`src/rtl/bfg_pkg.sv`:
```
package bfg_pkg;
  // Source cycles the generator waits after enable or reprogramming.
  localparam int SETTLE_CYCLES = 2;
  localparam int SETTLE_W = $clog2(SETTLE_CYCLES + 1);
  typedef logic [SETTLE_W-1:0] settle_cnt_t;
endpackage

```
`src/rtl/bfg_settle.sv`:
```
module bfg_settle #(
  parameter int DIV_W = 8
) (
  input  logic             clk,
  input  logic             rst,
  input  logic             en,
  input  logic [DIV_W-1:0] div_val,
  output logic             start,
  output logic             keep
);
  import bfg_pkg::*;

  logic [DIV_W-1:0] div_q;
  settle_cnt_t      cnt;
  logic             run;
  logic             chg;

  assign chg   = (div_val != div_q);
  assign start = en && !chg && !run && (cnt == settle_cnt_t'(SETTLE_CYCLES));
  assign keep  = en && !chg && run;

  always_ff @(posedge clk) begin
    if (rst) begin
      div_q <= '0;
      cnt   <= '0;
      run   <= 1'b0;
    end else begin
      div_q <= div_val;
      if (!en || chg) begin
        cnt <= '0;
        run <= 1'b0;
      end else if (start) begin
        run <= 1'b1;
      end else if (!run) begin
        cnt <= cnt + 1'b1;
      end
    end
  end
endmodule

```
`src/rtl/bfg_div.sv`:
```
module bfg_div #(
  parameter int DIV_W = 8
) (
  input  logic             clk,
  input  logic             rst,
  input  logic             start,
  input  logic             keep,
  input  logic [DIV_W-1:0] div_val,
  output logic             bclk,
  output logic             stb,
  output logic             wrap,
  output logic             bclk_nxt
);
  localparam int HW = DIV_W + 1;

  logic [DIV_W-1:0] ph;
  logic [DIV_W-1:0] ph_nxt;
  logic [HW-1:0]    hi;
  logic             active;

  assign active = start || keep;
  assign hi     = (HW'(div_val) + HW'(2)) >> 1;

  always_comb begin
    if (start || ph == div_val) ph_nxt = '0;
    else                        ph_nxt = ph + 1'b1;
  end

  assign wrap     = active && (ph_nxt == '0);
  assign bclk_nxt = active && (HW'(ph_nxt) < hi);

  always_ff @(posedge clk) begin
    if (rst) begin
      ph   <= '0;
      bclk <= 1'b0;
      stb  <= 1'b0;
    end else begin
      ph   <= active ? ph_nxt : '0;
      bclk <= bclk_nxt;
      stb  <= wrap;
    end
  end
endmodule

```
`src/rtl/bfg_frame.sv`:
```
module bfg_frame #(
  parameter int FP_W = 8,
  parameter int FW_W = 8
) (
  input  logic            clk,
  input  logic            rst,
  input  logic            start,
  input  logic            keep,
  input  logic            wrap,
  input  logic [FP_W-1:0] frm_period,
  input  logic [FW_W-1:0] frm_width,
  output logic            fsync
);
  localparam int MW = (FP_W > FW_W) ? FP_W : FW_W;

  logic [FP_W-1:0] fc;
  logic [FP_W-1:0] fc_adv;
  logic            in_pulse;

  assign fc_adv   = (fc >= frm_period) ? '0 : fc + 1'b1;
  assign in_pulse = MW'(fc_adv) <= MW'(frm_width);

  always_ff @(posedge clk) begin
    if (rst) begin
      fc    <= '0;
      fsync <= 1'b0;
    end else if (start) begin
      fc    <= '0;
      fsync <= 1'b1;
    end else if (keep) begin
      if (wrap) begin
        fc    <= fc_adv;
        fsync <= in_pulse;
      end
    end else begin
      fc    <= '0;
      fsync <= 1'b0;
    end
  end
endmodule

```
`src/rtl/bitclk_fs_gen.sv`:
```
module bitclk_fs_gen #(
  parameter int DIV_W = 8,
  parameter int FP_W  = 8,
  parameter int FW_W  = 8
) (
  input  logic             clk,
  input  logic             rst,
  input  logic             en,
  input  logic [DIV_W-1:0] div_val,
  input  logic [FP_W-1:0]  frm_period,
  input  logic [FW_W-1:0]  frm_width,
  input  logic             pin_rise_sel,
  output logic             bclk,
  output logic             bclk_stb,
  output logic             fsync,
  output logic             bclk_pin
);
  logic start, keep, wrap, bclk_nxt;

  bfg_settle #(.DIV_W(DIV_W)) u_settle (
    .clk(clk), .rst(rst), .en(en), .div_val(div_val),
    .start(start), .keep(keep)
  );

  bfg_div #(.DIV_W(DIV_W)) u_div (
    .clk(clk), .rst(rst), .start(start), .keep(keep), .div_val(div_val),
    .bclk(bclk), .stb(bclk_stb), .wrap(wrap), .bclk_nxt(bclk_nxt)
  );

  bfg_frame #(.FP_W(FP_W), .FW_W(FW_W)) u_frame (
    .clk(clk), .rst(rst), .start(start), .keep(keep), .wrap(wrap),
    .frm_period(frm_period), .frm_width(frm_width), .fsync(fsync)
  );

  always_ff @(posedge clk) begin
    if (rst) bclk_pin <= pin_rise_sel;
    else     bclk_pin <= bclk_nxt ^ pin_rise_sel;
  end
endmodule

```
`config.mk`:
```
export PLATFORM = sky130hd
export DESIGN_NAME = bitclk_fs_gen
export DESIGN_NICKNAME = d
export VERILOG_FILES = /design/src/rtl/bfg_pkg.sv /design/src/rtl/bfg_settle.sv /design/src/rtl/bfg_div.sv /design/src/rtl/bfg_frame.sv /design/src/rtl/bitclk_fs_gen.sv
export SDC_FILE = /design/constraint.sdc
export NUM_CORES = 1
export LEC_CHECK = 0
export ABC_AREA = 1
export BUFFER_PORTS_ARGS = -buffer_cell sky130_fd_sc_hd__buf_4
export CORE_ASPECT_RATIO = 0.75
export CORE_MARGIN = 2
export CORE_UTILIZATION = 26
export DETAILED_ROUTE_END_ITERATION = 10
export GPL_ROUTABILITY_DRIVEN = 0
export PLACE_DENSITY_LB_ADDON = 0.3
export REMOVE_ABC_BUFFERS = 1
export SYNTH_ARGS = -nofsm -noshare
export SYNTH_HDL_FRONTEND = slang
export SYNTH_SLANG_ARGS = --single-unit
```
`constraint.sdc`:
```
create_clock -name clk -period 2.9 [get_ports clk]
set_input_delay 0.58 -clock clk [delete_from_list [all_inputs] [get_ports clk]]
set_output_delay 0.58 -clock clk [all_outputs]
set_load 0.01 [all_outputs]
```
==> run summary, run 1 <==
status -> complete, no violations
Fmax -> 0.376 GHz
post-synthesis cell type count -> 31
Synth Instances -> 386
gr ovfl total -> 0
design area -> 2940 um2
Die Wd -> 115 um
Clock Latency Late Sink -> 270 ps
most instantiated library cell after synthesis -> nand2_1
setup bufs post-CTS -> 0
Clock transition at path regs -> 50 ps
Post-synth EDFFs -> 0
Inserted Clock Buffers -> 5
setup violators final -> 0
CTS Root Cell -> clkbuf_16
layout cell share with drive strength beyond 1 -> 0.148
Slew @ Worst Pin -> 360 ps
Port-buffer cells -> 31
Final WS setup -> 237 ps
CP startpoint kind -> primary input
CTS max path bufs -> 2
crit-path max FO -> 4
leakage -> 0.00165 uW
via count -> 2304
Commonest cells post-synth -> nand2_1 (100), inv_1 (74), nor2_1 (64)
Area Overhead vs Synth -> 22.8%
Final Max Slew Viols -> 0
Synth area leader -> dfxtp_1
WP data required -> 3120 ps
Arr. time, crit path -> 2880 ps
number of routed nets with antenna violations -> 0
Fin Hold WS -> 472 ps
largest net degree at the start of global routing -> 17
Tot GR Track Use -> 0.120
Main synth FF type -> dfxtp_1
drt first pass iters -> 4
initial antenna violation count -> 0
post-synthesis mux area share -> 0
Rows -> 30
Starting Density -> 0.266
drt initial violations -> 119
pre-CTS WS -> -46.1 ps
CTS tree -> done
# DRC -> 0
vias per cell -> 4.28
Synth Area in Compound Gates -> 0.0699
Synth Area in XOR/XNOR -> 0.0329
dominant cells by area after synthesis -> dfxtp_1 (26%), nand2_1 (16%), ha_1 (14%)
Final #Nets -> 480
Avg WL per Cell -> 10.4 um
FFs w/ async S/R, synth -> 0
Hold Crit Depth -> 2
sequential area share after synthesis -> 0.259
CTS H-tree lvls -> 2
Routed Wire Length -> 5.59 mm
CTS sink count -> 31
Adder-Cell Fraction of Synth Area -> 0.141
Post-DP Area -> 2780 um2
Max VDD drop -> 0.221 mV
kind of critical path -> in2reg
number of diodes -> 0
worst hold path type -> reg2reg
Clock Skews -> 4.87 ps
Post-Syn Area -> 2400 um2
Max-Cap Viols -> 0
Final min period -> 2660 ps
share of the synthesized area in the top cell type -> 0.259
RSZ-0062 raised after global routing -> no
cts repair resizes -> 0
vias in the first global route -> 2228
Synthesis Warnings -> 0
Die Ht -> 87.2 um
Synth Area in Simple Gates -> 0.363
Crit. End Element -> flop
largest family of logic cells by synthesized area -> simple AND/OR/NAND/NOR gates
Core ar. -> 9010 um2
#FFs+latches synth -> 31
Util after Layout -> 0.327
pwr/cell area -> 374 nW/um2
I/O pin cnt -> 32
reg2reg path depth -> 15
Slew headroom -> 0.758
endpoints failing hold -> 0
hold_buf cts -> 0
area of the die -> 10000 um2
period utilization -> 0.918
DP HPWL -> 4.62 mm
first-pass GRT wire length -> 9.68 mm
Post-Syn Area per Cell -> 6.21 um2
-- worst max-delay path, stage by stage --
cell and delay [ps]:
buf_4 70, inv_1 30, ha_1 300, a21oi_1 150, nor2_1 50, a211oi_1 160, and3_2 260, o21ai_0 90
a21oi_1 170, ha_1 270, a21oi_1 150, o21ai_0 110, a21oi_1 150, o211ai_1 100, nand4_1 100, nand2_1 50
nor2_1 70
-- registers in the layout (all words and copies together), names as in the netlist --
signal	cells
bclk_pin	1
u_div.stb	1
u_settle.div_q	8
u_div.bclk	1
u_frame.fsync	1
u_div.ph	8
u_settle.run	1
u_settle.cnt	2
u_frame.fc	8
-- cells in the final DEF (no fill, tap or decap), drive strengths merged, types with 2 or more instances in the layout --
| cell type | n |
|---|---|
| xor2 | 8 |
| buf | 35 |
| a21oi | 12 |
| nand4 | 8 |
| or2 | 2 |
| inv | 80 |
| nand3 | 10 |
| nor2 | 66 |
| nand2 | 106 |
| a21o | 2 |
| ha | 27 |
| clkbuf | 8 |
| nor3 | 11 |
| dfxtp | 31 |
| o21ai | 10 |
| a211oi | 2 |
-- cells by family (layout without fill, tap and decap cells) --
kind of cell / Yosys count / after routing
flops: 31 / 31
simple gates: 206 / 206
buf+inv: 84 / 124
xor+xnor: 9 / 9
fa+ha+maj: 27 / 27
compound gates: 29 / 29
-- where the power goes --
group | total, uW | leakage (uW) | internal, uW | switching, uW
logic | 121 | 0.00132 | 56.5 | 64.7
clock network | 542 | 0.0000772 | 365 | 178
registers | 436 | 0.000253 | 433 | 3.08
total | 1100 | 0.00165 | 854 | 245
-- cell type report --
class	instances	area, um2
clock buffers	8	156
multi-input cells	271	1460
flip-flops and latches	31	622
well taps	112	140
inverters	81	304
fillers	1008	6070
repair buffers	35	263
-- final timing paths --
| check | slack [ps] | from | to |
|---|---|---|---|
| max | 240 | frm_period[5] | u_frame.fsync$_SDFFE_PP0P_ |
| min | 470 | u_settle.cnt[0]$_SDFFE_PP0P_ | u_settle.cnt[0]$_SDFFE_PP0P_ |
| max reg2reg | 310 | u_frame.fc[5]$_SDFFE_PP0P_ | u_frame.fsync$_SDFFE_PP0P_ |
| min reg2reg | 470 | u_settle.cnt[0]$_SDFFE_PP0P_ | u_settle.cnt[0]$_SDFFE_PP0P_ |
-- routing by layer --
metal	GRT usage	routed length (um)
met1	0.171	3050
met3	0.0223	164
met5	0	0
met2	0.186	2320
met4	0.0296	58
-- per-stage QoR --
step	total power (uW)	cells	setup TNS, ps
floorplan	510	383	0
detailed placement	566	530	-46.1
global placement	564	530	-4.08
finish	1100	538	0
global route	1150	538	0
CTS	1110	538	0
(Power assumes the default switching activity.)
==> run 2: changes to the inputs <==
--- a/config.mk
+++ b/config.mk
@@ -12,7 +12,7 @@
 export CORE_UTILIZATION = 26
 export DETAILED_ROUTE_END_ITERATION = 10
 export GPL_ROUTABILITY_DRIVEN = 0
-export PLACE_DENSITY_LB_ADDON = 0.3
+export PLACE_DENSITY = 0.46
 export REMOVE_ABC_BUFFERS = 1
 export SYNTH_ARGS = -nofsm -noshare
 export SYNTH_HDL_FRONTEND = slang
==> run 2 against run 1 <==
Net effect:
- flip-flop and latch count unchanged
- hold slack got worse by 8.3 ps
- maximum frequency increased by 0.41%
- sequential share of layout area decreased by 0.22 points
- sequential power about the same
- largest cell class unchanged
- highest routed layer unchanged
==> run summary, run 2 (synthesized netlist as in run 1, its figures left out) <==
status -> complete, no violations
Clock Skews -> 8.21 ps (+3.34 ps)
Fmax -> 0.377 GHz (+0.41%)
Max VDD drop -> 0.167 mV (-24%)
CTS sink count -> 31 (unchanged)
Final Max Slew Viols -> 0 (unchanged)
Fillers -> 1004 (-0.40%)
crit-path max FO -> 3 (-1)
Core ar. -> 9010 um2 (unchanged)
worst path cell trace -> buf_4, inv_1, ha_1, nand2_1, nor2_2, nand4_1, and3_4, buf_4, o21ai_0, nor2_1, ha_1, nand2_1, or4_1, nand4_1, nand2_1, nor2_1
CTS max path bufs -> 2 (unchanged)
WP data required -> 3120 ps (about the same)
leakage -> 0.00167 uW (+0.84%)
vias in the first global route -> 2115 (-5.1%)
Slew @ Worst Pin -> 380 ps (+19.3 ps)
Avg WL per Cell -> 10.6 um (+2.2%)
worst hold path type -> reg2reg
hold_buf cts -> 0 (unchanged)
critical path's top delay family -> simple AND/OR/NAND/NOR gates
kind of critical path -> in2reg
I/O pin cnt -> 32 (unchanged)
Max stage delay on crit path -> 500 ps (+200 ps)
layout cell share with drive strength beyond 1 -> 0.158 (+0.0103)
number of routed nets with antenna violations -> 0 (unchanged)
initial antenna violation count -> 0 (unchanged)
Arr. time, crit path -> 2870 ps (about the same)
setup violators final -> 0 (unchanged)
# DRC -> 0 (unchanged)
design area -> 2970 um2 (+0.85%)
endpoints failing hold -> 0 (unchanged)
gr ovfl total -> 0 (unchanged)
Crit. End Element -> flop
Clock transition at path regs -> 50 ps (about the same)
number of diodes -> 0 (unchanged)
vias per cell -> 4.25 (-0.82%)
CTS Root Cell -> clkbuf_16
pwr/cell area -> 358 nW/um2 (-4.2%)
Rows -> 30 (unchanged)
Util after Layout -> 0.329 (+0.00278)
Clock Latency Late Sink -> 280 ps (about the same)
period utilization -> 0.915 (-0.00371)
top flop regs -> u_div.ph: 8 flops, u_frame.fc: 8 flops, u_settle.div_q: 8 flops
drt first pass iters -> 4 (unchanged)
Slew headroom -> 0.745 (-0.0130)
Die Wd -> 115 um (unchanged)
DP HPWL -> 4.75 mm (+2.6%)
CTS H-tree lvls -> 2 (unchanged)
cell at the slowest stage of the critical path -> or4_1
Placed Cells -> 533 (+0.57%)
CP startpoint kind -> primary input
Routed Wire Length -> 5.76 mm (+3.0%)
area of the die -> 10000 um2 (unchanged)
Max-Cap Viols -> 0 (unchanged)
Post-DP Area -> 2800 um2 (+0.81%)
Die Ht -> 87.2 um (unchanged)
CTS tree -> done
Final #Nets -> 484 (+0.83%)
Starting Density -> 0.266 (unchanged)
most frequent cells in the layout -> nand2_1 (100), inv_1 (73), nor2_1 (62)
commonest non-fill, non-tap cell in the layout -> nand2_1
CP most frequent cell -> nand2_1
Final min period -> 2650 ps (-10.8 ps)
largest net degree at the start of global routing -> 17 (unchanged)
Final Non-Filler Cells -> 542 (+0.74%)
Port-buffer cells -> 31 (unchanged)
via count -> 2302 (-0.087%)
CP Buf/Inv Count -> 3 (+1)
Inserted Clock Buffers -> 5 (unchanged)
Setup TNS -> 0 ps (unchanged)
Tot GR Track Use -> 0.124 (+0.00475)
first-pass GRT wire length -> 9.75 mm (+0.71%)
drt initial violations -> 67 (-44%)
Area Overhead vs Synth -> 23.8%
## run 2: changes by cell type in the layout (fill, tap and decap cells not counted), sizes merged
cell / change
clkinv: +1
buf: +4
clkbuf: -1
## run 2: layer usage
| metal | vias to the layer above | track usage | routed length (um) |
|---|---|---|---|
| li1 | 1276 | - | - |
| met1 | 995 | 0.185 | 3250 |
| met2 | 23 | 0.178 | 2270 |
| met3 | 8 | 0.0264 | 157 |
| met4 | 0 | 0.0394 | 80 |
| met5 | - | 0 | 0 |
## run 2: tightest hold or removal path: stages (launching register included)
cell     delay (ps)
dfxtp_1         310
nand2_1          60
a21oi_1          50
## run 2: layout make-up
| cell class | instances | area [um2] | share of cell area |
|---|---|---|---|
| timing repair buffer | 39 | 293 | 0.0987 |
| clock inverter | 1 | 5.00 | 0.00169 |
| clock buffer | 7 | 133 | 0.0447 |
| inverter | 81 | 304 | 0.102 |
| tap | 112 | 140 | 0.0472 |
| sequential | 31 | 621 | 0.209 |
| multi-input combinational | 271 | 1470 | 0.496 |
## run 2: path summary, 6_finish.rpt
| kind | startpoint | endpoint | slack, ps | cells after the start |
|---|---|---|---|---|
| max | frm_period[7] | u_frame.fsync$_SDFFE_PP0P_ | 250 | 16 |
| max reg2reg | u_frame.fc[5]$_SDFFE_PP0P_ | u_frame.fsync$_SDFFE_PP0P_ | 260 | 14 |
| min | u_settle.cnt[0]$_SDFFE_PP0P_ | u_settle.cnt[0]$_SDFFE_PP0P_ | 460 | 2 |
| min reg2reg | u_settle.cnt[0]$_SDFFE_PP0P_ | u_settle.cnt[0]$_SDFFE_PP0P_ | 460 | 2 |
## run 2: what timing repair did
item,CTS,global route
setup buffers,0,1
resized for setup,0,6
setup endpoints to repair,0,1
## run 2: where the power goes
| part | internal, uW | switching, uW | total, uW | leakage, uW |
|---|---|---|---|---|
| clock network | 317 | 186 | 503 | 0.0000679 |
| registers | 433 | 2.86 | 436 | 0.000252 |
| logic | 58.1 | 64.8 | 123 | 0.00135 |
| total | 808 | 254 | 1060 | 0.00167 |
## run 2: through the flow
| step | setup slack, ps | hold WS (ps) | total power, uW |
|---|---|---|---|
| 6_report | 248 | 464 | 1060 |
| 5_1_grt | -18.2 | 495 | 1110 |
| 4_1_cts | 116 | 467 | 1080 |
| 3_5_place_dp | -151 | 459 | 568 |
| 3_3_place_gp | -134 | 452 | 567 |
| 2_1_floorplan | 233 | 443 | 510 |
==> run 3: changes to the inputs <==
--- a/config.mk
+++ b/config.mk
@@ -16,4 +16,5 @@
 export REMOVE_ABC_BUFFERS = 1
 export SYNTH_ARGS = -nofsm -noshare
 export SYNTH_HDL_FRONTEND = slang
+export SYNTH_HIERARCHICAL = 1
 export SYNTH_SLANG_ARGS = --single-unit
==> run 3 against run 2 <==
Net effect:
- critical endpoint is now bclk_pin$_DFF_P_
- hold slack better by 11 ps
- first-iteration DRC count increased by 140%
- utilization rose by 2.2 points
- global-route usage is 0.075 points lower
==> run summary, run 3 <==
status -> complete, no violations
Area Overhead vs Synth -> 31.9%
Die Ht -> 90.2 um (+3.4%)
WP data required -> 3070 ps (-50 ps)
vias per cell -> 4.07 (-4.2%)
gr ovfl total -> 0 (unchanged)
Commonest cells post-synth -> nand2_1 (93), inv_1 (85), nor2_1 (44)
crit-path max FO -> 3 (unchanged)
met2 global-route usage -> 0.182 (+0.00445)
Die Wd -> 119 um (+3.5%)
setup violators final -> 0 (unchanged)
Tot GR Track Use -> 0.124 (-0.000747)
area of the multi-input gates -> 1610 um2 (+9.4%)
Fillers -> 1019 (+1.5%)
largest net degree at the start of global routing -> 16 (-1)
Clock transition at path regs -> 60 ps (about the same)
Fmax -> 0.372 GHz (-1.4%)
Setup crit start -> div_val[6]
via count -> 2393 (+4.0%)
top flop regs -> u_div/ph: 8 flops, u_frame/fc: 8 flops, u_settle/div_q: 8 flops
layout cell share with drive strength beyond 1 -> 0.243 (+0.0853)
Synthesis Warnings -> 6 (+6)
Clock Skews -> 5.90 ps (-2.30 ps)
Rows -> 31 (+3.3%)
worst r2r src -> u_settle/div_q[4]$_SDFF_PP0_
Inserted Clock Buffers -> 5 (unchanged)
sequential area share after synthesis -> 0.241 (-0.0177)
met1 track demand over resource -> 0.188 (+0.00280)
FFs w/ async S/R, synth -> 0 (unchanged)
Slew @ Worst Pin -> 472 ps (+92.2 ps)
Post-synth EDFFs -> 0 (unchanged)
Final Non-Filler Cells -> 588 (+8.5%)
Clock Latency Late Sink -> 270 ps (about the same)
Post-Syn Area -> 2570 um2 (+7.4%)
Overall Power -> 1200 uW (+13%)
Final #Nets -> 510 (+5.4%)
Avg WL per Cell -> 10.8 um (+1.4%)
DP HPWL -> 5.18 mm (+9.2%)
Routed Wire Length -> 6.33 mm (+10%)
area of the die -> 10700 um2 (+7.1%)
Max-Cap Viols -> 0 (unchanged)
sequential cell area -> 622 um2 (+0.20%)
CTS Root Cell -> clkbuf_16
Final min period -> 2690 ps (+37.6 ps)
Fin Hold WS -> 475 ps (+10.8 ps)
commonest non-fill, non-tap cell in the layout -> nand2_1
GRT busiest layer -> met1
Slew headroom -> 0.684 (-0.0609)
vias in the first global route -> 2372 (+12%)
endpoints failing hold -> 0 (unchanged)
number of routed nets with antenna violations -> 0 (unchanged)
Final Max Slew Viols -> 0 (unchanged)
Synth area leader -> dfxtp_1
kind of critical path -> in2reg
Final WS setup -> 210 ps (-37.6 ps)
most instantiated library cell after synthesis -> nand2_1
Hold Startpoint -> u_settle/cnt[0]$_SDFFE_PP0P_
Arr. time, crit path -> 2860 ps (about the same)
Starting Density -> 0.266 (+0.000374)
dominant cells by area after synthesis -> dfxtp_1 (24%), nand2_1 (14%), ha_1 (13%)
number of diodes -> 0 (unchanged)
pwr/cell area -> 354 nW/um2 (-1.1%)
initial antenna violation count -> 0 (unchanged)
share of the synthesized area in the top cell type -> 0.241 (-0.0177)
Placed Cells -> 579 (+8.6%)
# DRC -> 0 (unchanged)
leakage -> 0.00185 uW (+11%)
#FFs+latches synth -> 31 (unchanged)
period utilization -> 0.928 (+0.0129)
CTS H-tree lvls -> 2 (unchanged)
Port-buffer cells -> 31 (unchanged)
CP startpoint kind -> primary input
met3 GRT Util -> 0.0209 (-0.00550)
Synth Instances -> 387 (+0.26%)
CTS tree -> done
Post-Syn Area per Cell -> 6.65 um2 (+7.1%)
worst hold path type -> reg2reg
Core ar. -> 9660 um2 (+7.2%)
first-pass GRT wire length -> 10.9 mm (+12%)
CTS max path bufs -> 2 (unchanged)
Crit. End Element -> flop
drt initial violations -> 164 (+140%)
pre-CTS WS -> -182 ps (-31.4 ps)
most frequent cells in the layout -> nand2_1 (93), inv_1 (84), buf_4 (65)
Setup TNS -> 0 ps (unchanged)
post-synthesis cell type count -> 35 (+13%)
I/O pin cnt -> 32 (unchanged)
Main synth FF type -> dfxtp_1
CTS sink count -> 31 (unchanged)
Max VDD drop -> 0.196 mV (+17%)
drt first pass iters -> 5 (+1)
hold_buf cts -> 0 (unchanged)
## run 3: power by group
part | switching, uW | internal (uW)
registers | 3.45 | 433
logic | 73.0 | 72.4
clock network | 193 | 427
total | 269 | 932
## run 3: cell families after synthesis
kind of cell,share of synthesized area
AOI/OAI and AO/OA,0.0875
xor gates and xnor gates,0.0510
adders and majority gates,0.131
buffers and inverters,0.137
DFF,0.241
and+or+nand+nor,0.352
## run 3: layout make-up
| class | instances | share of cell area |
|---|---|---|
| Sequential cell | 31 | 0.183 |
| Timing Repair Buffer | 65 | 0.144 |
| Clock inverter | 2 | 0.0103 |
| Clock buffer | 6 | 0.0409 |
| Tap cell | 132 | 0.0487 |
| Inverter | 89 | 0.0984 |
| Multi-Input combinational cell | 263 | 0.475 |
## run 3: timing repair
item,4_1_cts,5_1_grt
buffers inserted,0,1
endpoints found under the setup margin,0,11
resized for setup,0,4
## run 3: through the flow
step,util,cell area (um2)
6_report,0.351,3390
5_1_grt,0.351,3390
4_1_cts,0.349,3370
3_5_place_dp,0.331,3200
3_3_place_gp,0.331,3200
2_1_floorplan,-,2550
## run 3: worst max-delay path, cell delays in order
cell      delay (ps)
buf_4            120
inv_2             40
nand2_1           50
nand2_2           70
nand3_2           60
or2_4            230
nor2_1           110
inv_1             80
nor3_4           150
inv_2             70
nand2_4           70
inv_2             30
nand3_1          100
inv_1             50
ha_1             310
a21oi_1          130
o211ai_1         100
a41oi_1          170
nand2_1           90
inv_1             70
nand3_1           70
nand2_1           60
inv_1             40
## run 3: final timing paths
kind / end / depth (start not counted) / slack [ps]
min: u_settle/cnt[0]$_SDFFE_PP0P_ / 2 / 470
max reg2reg: bclk_pin$_DFF_P_ / 22 / 320
max: bclk_pin$_DFF_P_ / 23 / 210
min reg2reg: u_settle/cnt[0]$_SDFFE_PP0P_ / 2 / 470
## run 3: routing by layer
layer,share of wire,vias to the layer above
li1,-,1325
met5,0,-
met1,0.57,1034
met2,0.40,32
met4,0.0044,0
met3,0.024,2
